==> src/rtl/dram_seq_pkg.sv <==
package dram_seq_pkg;

   typedef enum logic [2:0] {
      ST_IDLE,
      ST_PRE,
      ST_SETUP,
      ST_RCD,
      ST_CAS
   } seq_state_t;

   typedef struct packed {
      logic cas_wait_all;
      logic tmo_off;
      logic cas_wait_rd;
      logic ras_enc;
      logic multi_open;
   } seq_mode_t;

   function automatic int max3(input int a, input int b, input int c);
      int m;
      m = (a > b) ? a : b;
      return (m > c) ? m : c;
   endfunction

endpackage

==> src/rtl/dram_seq_page_trk.sv <==
module dram_seq_page_trk #(
   parameter int ROW_W   = 10,
   parameter int TIMEOUT = 64
) (
   input  logic             clk,
   input  logic             rst_n,
   input  logic             open_i,
   input  logic             close_i,
   input  logic             busy_i,
   input  logic             tmo_en_i,
   input  logic [ROW_W-1:0] row_i,
   output logic             is_open_o,
   output logic [ROW_W-1:0] row_o
);
   localparam int CW = $clog2(TIMEOUT + 1);

   logic [CW-1:0] idle_cnt;
   logic          expire;

   assign expire = is_open_o && !busy_i && tmo_en_i && (idle_cnt == CW'(TIMEOUT - 1));

   always_ff @(posedge clk) begin
      if (!rst_n) begin
         is_open_o <= 1'b0;
         row_o     <= '0;
         idle_cnt  <= '0;
      end else if (open_i) begin
         is_open_o <= 1'b1;
         row_o     <= row_i;
         idle_cnt  <= '0;
      end else if (close_i || expire) begin
         is_open_o <= 1'b0;
         idle_cnt  <= '0;
      end else if (busy_i || !is_open_o || !tmo_en_i) begin
         idle_cnt  <= '0;
      end else begin
         idle_cnt  <= idle_cnt + CW'(1);
      end
   end


   idle_cnt_range_chk: assert property (@(posedge clk) disable iff (!rst_n)
      idle_cnt < CW'(TIMEOUT));


   tmo_off_hold_chk: assert property (@(posedge clk) disable iff (!rst_n)
      ($fell(is_open_o) && !$past(tmo_en_i)) |-> $past(close_i));


   busy_keeps_open_chk: assert property (@(posedge clk) disable iff (!rst_n)
      (busy_i && is_open_o && !close_i) |=> is_open_o);

endmodule

==> src/rtl/dram_seq_ctrl.sv <==
module dram_seq_ctrl
   import dram_seq_pkg::*;
#(
   parameter int NB       = 8,
   parameter int BW       = 3,
   parameter int OH_BW    = 2,
   parameter int ROW_W    = 10,
   parameter int TCLK     = 2,
   parameter int RCD_CLKS = 1,
   parameter int PRE_CLKS = 2
) (
   input  logic             clk,
   input  logic             rst_n,
   input  seq_mode_t        mode,
   input  logic             req_valid,
   input  logic             req_write,
   input  logic [BW-1:0]    req_bank,
   input  logic [ROW_W-1:0] req_row,
   input  logic [NB-1:0]    open_vec,
   input  logic [NB-1:0]    hit_vec,
   output logic [NB-1:0]    open_pulse,
   output logic [NB-1:0]    close_mask,
   output logic [NB-1:0]    busy_vec,
   output logic [ROW_W-1:0] open_row,
   output logic [BW-1:0]    enc_bank,
   output logic             cas_act,
   output logic             done
);
   localparam int LONG_CAS = 2 * TCLK;
   localparam int MAXC     = max3(LONG_CAS, PRE_CLKS, RCD_CLKS);
   localparam int CNT_W    = $clog2(MAXC + 1);

   seq_state_t       state;
   logic [CNT_W-1:0] cnt;
   logic [CNT_W-1:0] cur_len;
   logic [BW-1:0]    cur_bank;
   logic [ROW_W-1:0] cur_row;

   logic [BW-1:0]    eb;
   logic [NB-1:0]    eb_oh, cur_oh;
   logic [CNT_W-1:0] want_len;
   logic             accept, single, others, conflict, hit, direct_open;

   always_comb begin
      eb = mode.ras_enc ? req_bank : BW'(req_bank[OH_BW-1:0]);
   end

   assign eb_oh    = NB'(1) << eb;
   assign cur_oh   = NB'(1) << cur_bank;
   assign want_len = (mode.cas_wait_all || (mode.cas_wait_rd && !req_write))
                     ? CNT_W'(LONG_CAS) : CNT_W'(TCLK);
   assign accept   = (state == ST_IDLE) && req_valid;
   assign single   = !mode.multi_open || mode.ras_enc;
   assign others   = |(open_vec & ~eb_oh);
   assign hit      = hit_vec[eb];
   assign conflict = (open_vec[eb] && !hit) || (single && others);
   assign direct_open = accept && !conflict && !hit && !mode.ras_enc;

   always_comb begin
      open_pulse = '0;
      if (direct_open)
         open_pulse = eb_oh;
      else if ((state == ST_PRE && cnt == '0) || state == ST_SETUP)
         open_pulse = cur_oh;
   end

   always_comb begin
      close_mask = '0;
      if (accept && conflict)
         close_mask = single ? open_vec : eb_oh;
   end

   always_comb begin
      busy_vec = '0;
      if (state != ST_IDLE) busy_vec = busy_vec | cur_oh;
      if (accept)           busy_vec = busy_vec | eb_oh;
   end

   assign open_row = accept ? req_row : cur_row;
   assign cas_act  = (state == ST_CAS);
   assign done     = (state == ST_CAS) && (cnt == '0);

   always_ff @(posedge clk) begin
      if (!rst_n) begin
         state    <= ST_IDLE;
         cnt      <= '0;
         cur_len  <= CNT_W'(TCLK);
         cur_bank <= '0;
         cur_row  <= '0;
         enc_bank <= '0;
      end else begin
         case (state)
            ST_IDLE: begin
               if (accept) begin
                  cur_bank <= eb;
                  cur_row  <= req_row;
                  cur_len  <= want_len;
                  if (conflict) begin
                     state <= ST_PRE;
                     cnt   <= CNT_W'(PRE_CLKS - 1);
                  end else if (hit) begin
                     state <= ST_CAS;
                     cnt   <= want_len - CNT_W'(1);
                  end else if (mode.ras_enc) begin
                     state    <= ST_SETUP;
                     enc_bank <= eb;
                     cnt      <= '0;
                  end else begin
                     state <= ST_RCD;
                     cnt   <= CNT_W'(RCD_CLKS - 1);
                  end
               end
            end
            ST_PRE: begin
               if (cnt == CNT_W'(PRE_CLKS - 1))
                  enc_bank <= cur_bank;
               if (cnt == '0) begin
                  state <= ST_RCD;
                  cnt   <= CNT_W'(RCD_CLKS - 1);
               end else begin
                  cnt <= cnt - CNT_W'(1);
               end
            end
            ST_SETUP: begin
               state <= ST_RCD;
               cnt   <= CNT_W'(RCD_CLKS - 1);
            end
            ST_RCD: begin
               if (cnt == '0) begin
                  state <= ST_CAS;
                  cnt   <= cur_len - CNT_W'(1);
               end else begin
                  cnt <= cnt - CNT_W'(1);
               end
            end
            ST_CAS: begin
               if (cnt == '0) state <= ST_IDLE;
               else           cnt   <= cnt - CNT_W'(1);
            end
            default: state <= ST_IDLE;
         endcase
      end
   end


   cas_needs_ras_chk: assert property (@(posedge clk) disable iff (!rst_n)
      cas_act |-> open_vec[cur_bank]);


   pre_gap_chk: assert property (@(posedge clk) disable iff (!rst_n)
      (state == ST_PRE) |-> !open_vec[cur_bank]);


   hold_bank_chk: assert property (@(posedge clk) disable iff (!rst_n)
      (state != ST_IDLE) |=> (cur_bank == $past(cur_bank)));


   done_then_idle_chk: assert property (@(posedge clk) disable iff (!rst_n)
      done |=> (state == ST_IDLE));

endmodule

==> src/rtl/dram_seq_ras_out.sv <==
module dram_seq_ras_out #(
   parameter int RAS_LINES = 4,
   parameter int NB        = 8,
   parameter int BW        = 3
) (
   input  logic                 clk,
   input  logic                 rst_n,
   input  logic                 enc_mode,
   input  logic [NB-1:0]        open_vec,
   input  logic [BW-1:0]        enc_bank,
   output logic [RAS_LINES-1:0] ras_n
);
   logic strobe_n;

   assign strobe_n = ~|open_vec;

   for (genvar i = 0; i < RAS_LINES; i++) begin : g_line
      if (i < RAS_LINES - 1) begin : g_addr
         assign ras_n[i] = enc_mode ? enc_bank[i] : ~open_vec[i];
      end else begin : g_strobe
         assign ras_n[i] = enc_mode ? strobe_n : ~open_vec[i];
      end
   end


   enc_setup_chk: assert property (@(posedge clk) disable iff (!rst_n)
      (enc_mode && $fell(strobe_n)) |-> $stable(enc_bank));


   enc_hold_chk: assert property (@(posedge clk) disable iff (!rst_n)
      (enc_mode && $past(enc_mode) && !$past(strobe_n)) |-> $stable(enc_bank));


   enc_single_chk: assert property (@(posedge clk) disable iff (!rst_n)
      enc_mode |-> $onehot0(open_vec));

endmodule

==> src/rtl/dram_strobe_seq.sv <==
module dram_strobe_seq
   import dram_seq_pkg::*;
#(
   parameter int RAS_LINES   = 4,
   parameter int ROW_W       = 10,
   parameter int TIMEOUT     = 64,
   parameter int TSTATE_CLKS = 2,
   parameter int RCD_CLKS    = 1,
   parameter int PRE_CLKS    = 2
) (
   input  logic                 clk,
   input  logic                 rst_n,
   input  logic [4:0]           cfg_mode,
   input  logic                 req_valid,
   input  logic                 req_write,
   input  logic [RAS_LINES-2:0] req_bank,
   input  logic [ROW_W-1:0]     req_row,
   output logic [RAS_LINES-1:0] ras_n,
   output logic                 cas_n,
   output logic                 done
);
   localparam int BW    = RAS_LINES - 1;
   localparam int NB    = 2 ** BW;
   localparam int OH_BW = $clog2(RAS_LINES);

   if (RAS_LINES < 2 || RAS_LINES > 8 || (2 ** OH_BW) != RAS_LINES) begin : g_bad_lines
      $error("RAS_LINES must be a power of two from 2 to 8");
   end
   if (TIMEOUT < 16) begin : g_bad_tmo
      $error("TIMEOUT must exceed the longest access");
   end
   if (PRE_CLKS < 2 || RCD_CLKS < 1 || TSTATE_CLKS < 1) begin : g_bad_timing
      $error("timing counts out of range");
   end

   seq_mode_t        mode;
   logic [NB-1:0]    open_vec, hit_vec, open_pulse, close_mask, busy_vec;
   logic [ROW_W-1:0] open_row;
   logic [BW-1:0]    enc_bank;
   logic             cas_act;

   assign mode = seq_mode_t'(cfg_mode);

   for (genvar b = 0; b < NB; b++) begin : g_bank
      logic [ROW_W-1:0] row_q;
      dram_seq_page_trk #(
         .ROW_W   (ROW_W),
         .TIMEOUT (TIMEOUT)
      ) u_trk (
         .clk       (clk),
         .rst_n     (rst_n),
         .open_i    (open_pulse[b]),
         .close_i   (close_mask[b]),
         .busy_i    (busy_vec[b]),
         .tmo_en_i  (!mode.tmo_off),
         .row_i     (open_row),
         .is_open_o (open_vec[b]),
         .row_o     (row_q)
      );
      assign hit_vec[b] = open_vec[b] && (row_q == req_row);
   end

   dram_seq_ctrl #(
      .NB       (NB),
      .BW       (BW),
      .OH_BW    (OH_BW),
      .ROW_W    (ROW_W),
      .TCLK     (TSTATE_CLKS),
      .RCD_CLKS (RCD_CLKS),
      .PRE_CLKS (PRE_CLKS)
   ) u_ctrl (
      .clk        (clk),
      .rst_n      (rst_n),
      .mode       (mode),
      .req_valid  (req_valid),
      .req_write  (req_write),
      .req_bank   (req_bank),
      .req_row    (req_row),
      .open_vec   (open_vec),
      .hit_vec    (hit_vec),
      .open_pulse (open_pulse),
      .close_mask (close_mask),
      .busy_vec   (busy_vec),
      .open_row   (open_row),
      .enc_bank   (enc_bank),
      .cas_act    (cas_act),
      .done       (done)
   );

   dram_seq_ras_out #(
      .RAS_LINES (RAS_LINES),
      .NB        (NB),
      .BW        (BW)
   ) u_ras (
      .clk      (clk),
      .rst_n    (rst_n),
      .enc_mode (mode.ras_enc),
      .open_vec (open_vec),
      .enc_bank (enc_bank),
      .ras_n    (ras_n)
   );

   assign cas_n = ~cas_act;


   reset_quiet_chk: assert property (@(posedge clk)
      !rst_n |=> (cas_n && !done));

endmodule

==> config.mk <==
export PLATFORM = sky130hd
export DESIGN_NAME = dram_strobe_seq
export DESIGN_NICKNAME = d
export VERILOG_FILES = /design/src/rtl/dram_seq_pkg.sv /design/src/rtl/dram_seq_page_trk.sv /design/src/rtl/dram_seq_ctrl.sv /design/src/rtl/dram_seq_ras_out.sv /design/src/rtl/dram_strobe_seq.sv
export SDC_FILE = /design/constraint.sdc
export NUM_CORES = 1
export LEC_CHECK = 0
export ABC_AREA = 0
export CAP_MARGIN = 20
export CORE_ASPECT_RATIO = 0.6
export CORE_MARGIN = 1
export CORE_UTILIZATION = 30
export CTS_CLUSTER_SIZE = 16
export DETAILED_ROUTE_END_ITERATION = 7
export DONT_BUFFER_PORTS = 1
export PLACE_DENSITY = 0.4
export SETUP_SLACK_MARGIN = 0.1
export SYNTH_ARGS = -nofsm -noshare
export SYNTH_HDL_FRONTEND = slang
export SYNTH_SLANG_ARGS = --single-unit
export TNS_END_PERCENT = 30
==> constraint.sdc <==
create_clock -name clk -period 8.9 [get_ports clk]
set_clock_uncertainty 0.15 [all_clocks]
set_input_delay 1.78 -clock clk [delete_from_list [all_inputs] [get_ports clk]]
set_output_delay 1.78 -clock clk [all_outputs]
set_load 0.1 [all_outputs]
==> impl_metrics.tcl <==
set metrics [dict create \
    synth-async-reset-ratio 0 \
    ir_worst_vdd_mv 0.100 \
    synth-edff-count 0 \
    grt_max_degree 92 \
    critical_path_class "in -> out" \
    min_path_type "reg -> reg" \
    drive_gt1_frac 0.0745 \
    fillers 2768 \
    synth_ff_type "dfxtp_1" \
    synth.area.top_cells "dfxtp_1, xor2_1, nor2_1" \
    fin_setup_tns_ns 0 \
    clk_pin_slew_ns 0.06 \
    grt_usage 0.175 \
    synth-seq-cells 168 \
    slew_headroom 0.274 \
    place_hpwl_um 16600 \
    die_area_um2 27900 \
    min_period_ns 4.54 \
    outcome "completed" \
    synth_cells 919 \
    cp-end-kind "output port" \
    max_freq_mhz 220 \
    synth_area_um2 8160 \
    power_density_nw_per_um2 239 \
    synth_cell_type_count 69 \
    cp_cell_sequence "o21ai_2" \
    synth_area_per_cell_um2 8.88 \
    power.leakage_nw 3.48 \
    grt_pass1_vias 5809 \
    clockRootBuffer "clkbuf_16" \
    ios 28 \
    synth_compound_area_frac 0.169 \
    cp_slowest_cell "o21ai_2" \
    synth.mux.area_fraction 0.0451 \
    cp.depth 1 \
    ant_nets 0 \
    layout.cells.most_common "dfxtp_1" \
    cp_data_arrival_time_ns 2.61 \
    synth-seq-area-share 0.412 \
    overflow 0 \
    yosys_warnings 0 \
    synth_top_family_by_area "simple AND/OR/NAND/NOR gates" \
    start_util 0.307 \
    cts_hold_buf 0 \
    routed_via_density 5.02 \
    yosys.area.top_type_share 0.412 \
    drt_iter0_drc 359 \
    ctsResizeCount 0 \
    drv_slew 0 \
    drt_wl_total_um 23600 \
    rr_worst_depth 8 \
    fp.dieW_um 215 \
    cp.required_ns 6.97 \
    max_stage_delay_ns 0.82 \
    nNetsFinal 919 \
    critPathLaunchType "input port" \
    drcViolationCount 0 \
    antennaDiodeCount 0 \
    rsz0062_at_grt "false" \
    yosys.area_share.simple 0.183 \
    cts_tree "yes" \
    power_w 0.00215 \
    fp.coreArea_um2 26500 \
    critical_path.top_delay_family "compound AO/OA/AOI/OAI gates" \
    clk_path_buf_depth 2 \
    syn_nets 952 \
    port_buffers 0 \
    cap_violations 0 \
    hold_viol_final 0 \
    synth_xor_area_frac 0.123 \
    cts_num_sinks 168 \
    h-tree-depth 4 \
    cts_buffers 17 \
    worstSkewPairLatency_ns 0.44 \
    rows 46 \
    grt_antenna_before_repair 0 \
    die_h_um 130 \
    regArea_um2 3360 \
    multi_input_area_um2 4410 \
    areaGrowthSynthToFinish_pct 10.2 \
    post_cts_buffers 0 \
    cp_max_fo 18 \
    synth_adder_area_share 0.0169 \
    grt_pass1_wl_um 36400 \
    finalSetupViolCount 0 \
    min_path_cells 2 \
    drt-pass1-iter-count 5 \
    yosysTopAreaCell "dfxtp_1" \
    gp_congestion 0.818 \
    wl_per_cell_um 18.8 \
    period_share 0.510 \
    final_cell_mix "dfxtp_1, nor2_1, nand2_1" \
    vias 6315 \
    worstMarginPinSlew_ns 1.09 \
    worst-path-buf-inv 0 \
]
## cell families after synthesis
logic type      Yosys count
compound gates          183
buf+inv                  92
simple gates            317
mux                      34
xor+xnor                114
flops                   168
fa+ha+maj                11
## final timing paths
| kind | slack [ns] | from | to |
|---|---|---|---|
| worst min register to register | 0.29 | g_bank[5].u_trk.idle_cnt[6]$_SDFF_PP0_ | g_bank[5].u_trk.idle_cnt[6]$_SDFF_PP0_ |
| worst min-delay path | 0.29 | g_bank[5].u_trk.idle_cnt[6]$_SDFF_PP0_ | g_bank[5].u_trk.idle_cnt[6]$_SDFF_PP0_ |
| worst max register to register | 5.80 | g_bank[4].u_trk.is_open_o$_SDFFE_PN0P_ | g_bank[1].u_trk.row_o[0]$_SDFFE_PN0P_ |
| worst max-delay path | 4.36 | cfg_mode[1] | ras_n[0] |
## where the power goes
part | switching, W | internal, W | leakage (nW)
logic | 0.000377 | 0.000178 | 1.85
clock network | 0.000307 | 0.000406 | 0.267
registers | 0.0000710 | 0.000808 | 1.36
## layout make-up
| cell class | count | area share |
|---|---|---|
| Clock inverter | 7 | 0.00766 |
| Inverter | 28 | 0.0117 |
| Tap cell | 360 | 0.0501 |
| Clock buffer | 25 | 0.0540 |
| Sequential cell | 168 | 0.374 |
| Timing Repair Buffer | 12 | 0.0122 |
| Multi-Input combinational cell | 659 | 0.490 |
## state kept, by name, summed over array words and instances (netlist names)
name / cells
u_ctrl.enc_bank: 3
g_bank.u_trk.row_o: 80
u_ctrl.cnt: 3
u_ctrl.cur_row: 10
g_bank.u_trk.idle_cnt: 56
u_ctrl.cur_bank: 3
g_bank.u_trk.is_open_o: 8
u_ctrl.state: 3
u_ctrl.cur_len: 2
## Yosys cell counts, types with 5 or more instances
cell type / instances
o31ai_1: 5
o22ai_1: 11
buf_4: 6
nand3_1: 51
xor2_1: 86
clkbuf_1: 40
o211a_1: 14
a211oi_1: 42
a21oi_1: 19
nor3_1: 18
nor2_1: 89
mux2i_1: 30
nor4_1: 14
and3_1: 8
a2111oi_1: 9
dfxtp_1: 168
nand4_1: 8
inv_1: 26
buf_1: 5
nand2_1: 87
nand2b_1: 15
o21ai_0: 40
xnor2_1: 27
or3_1: 5
a2111oi_2: 5
buf_2: 9
ha_1: 11
## metrics by stage
step	setup slack, ns	instances	utilization	hold WS, ns	area (µm²)
2_1_floorplan	2.74	919	-	0.263	8160
3_3_place_gp	4.37	1226	0.318	0.274	8430
3_5_place_dp	4.36	1226	0.318	0.276	8430
4_1_cts	4.36	1258	0.338	0.285	8980
5_1_grt	4.35	1259	0.339	0.306	8990
6_report	4.36	1259	0.339	0.286	8990
## per-layer routing
layer	GRT usage	vias to the layer above	wire length, µm
met5	0	-	0
met4	0.0420	0	210
met3	0.0664	11	1540
met2	0.212	116	8220
met1	0.275	3010	13600
li1	-	3178	-
(Power assumes the default switching activity.)
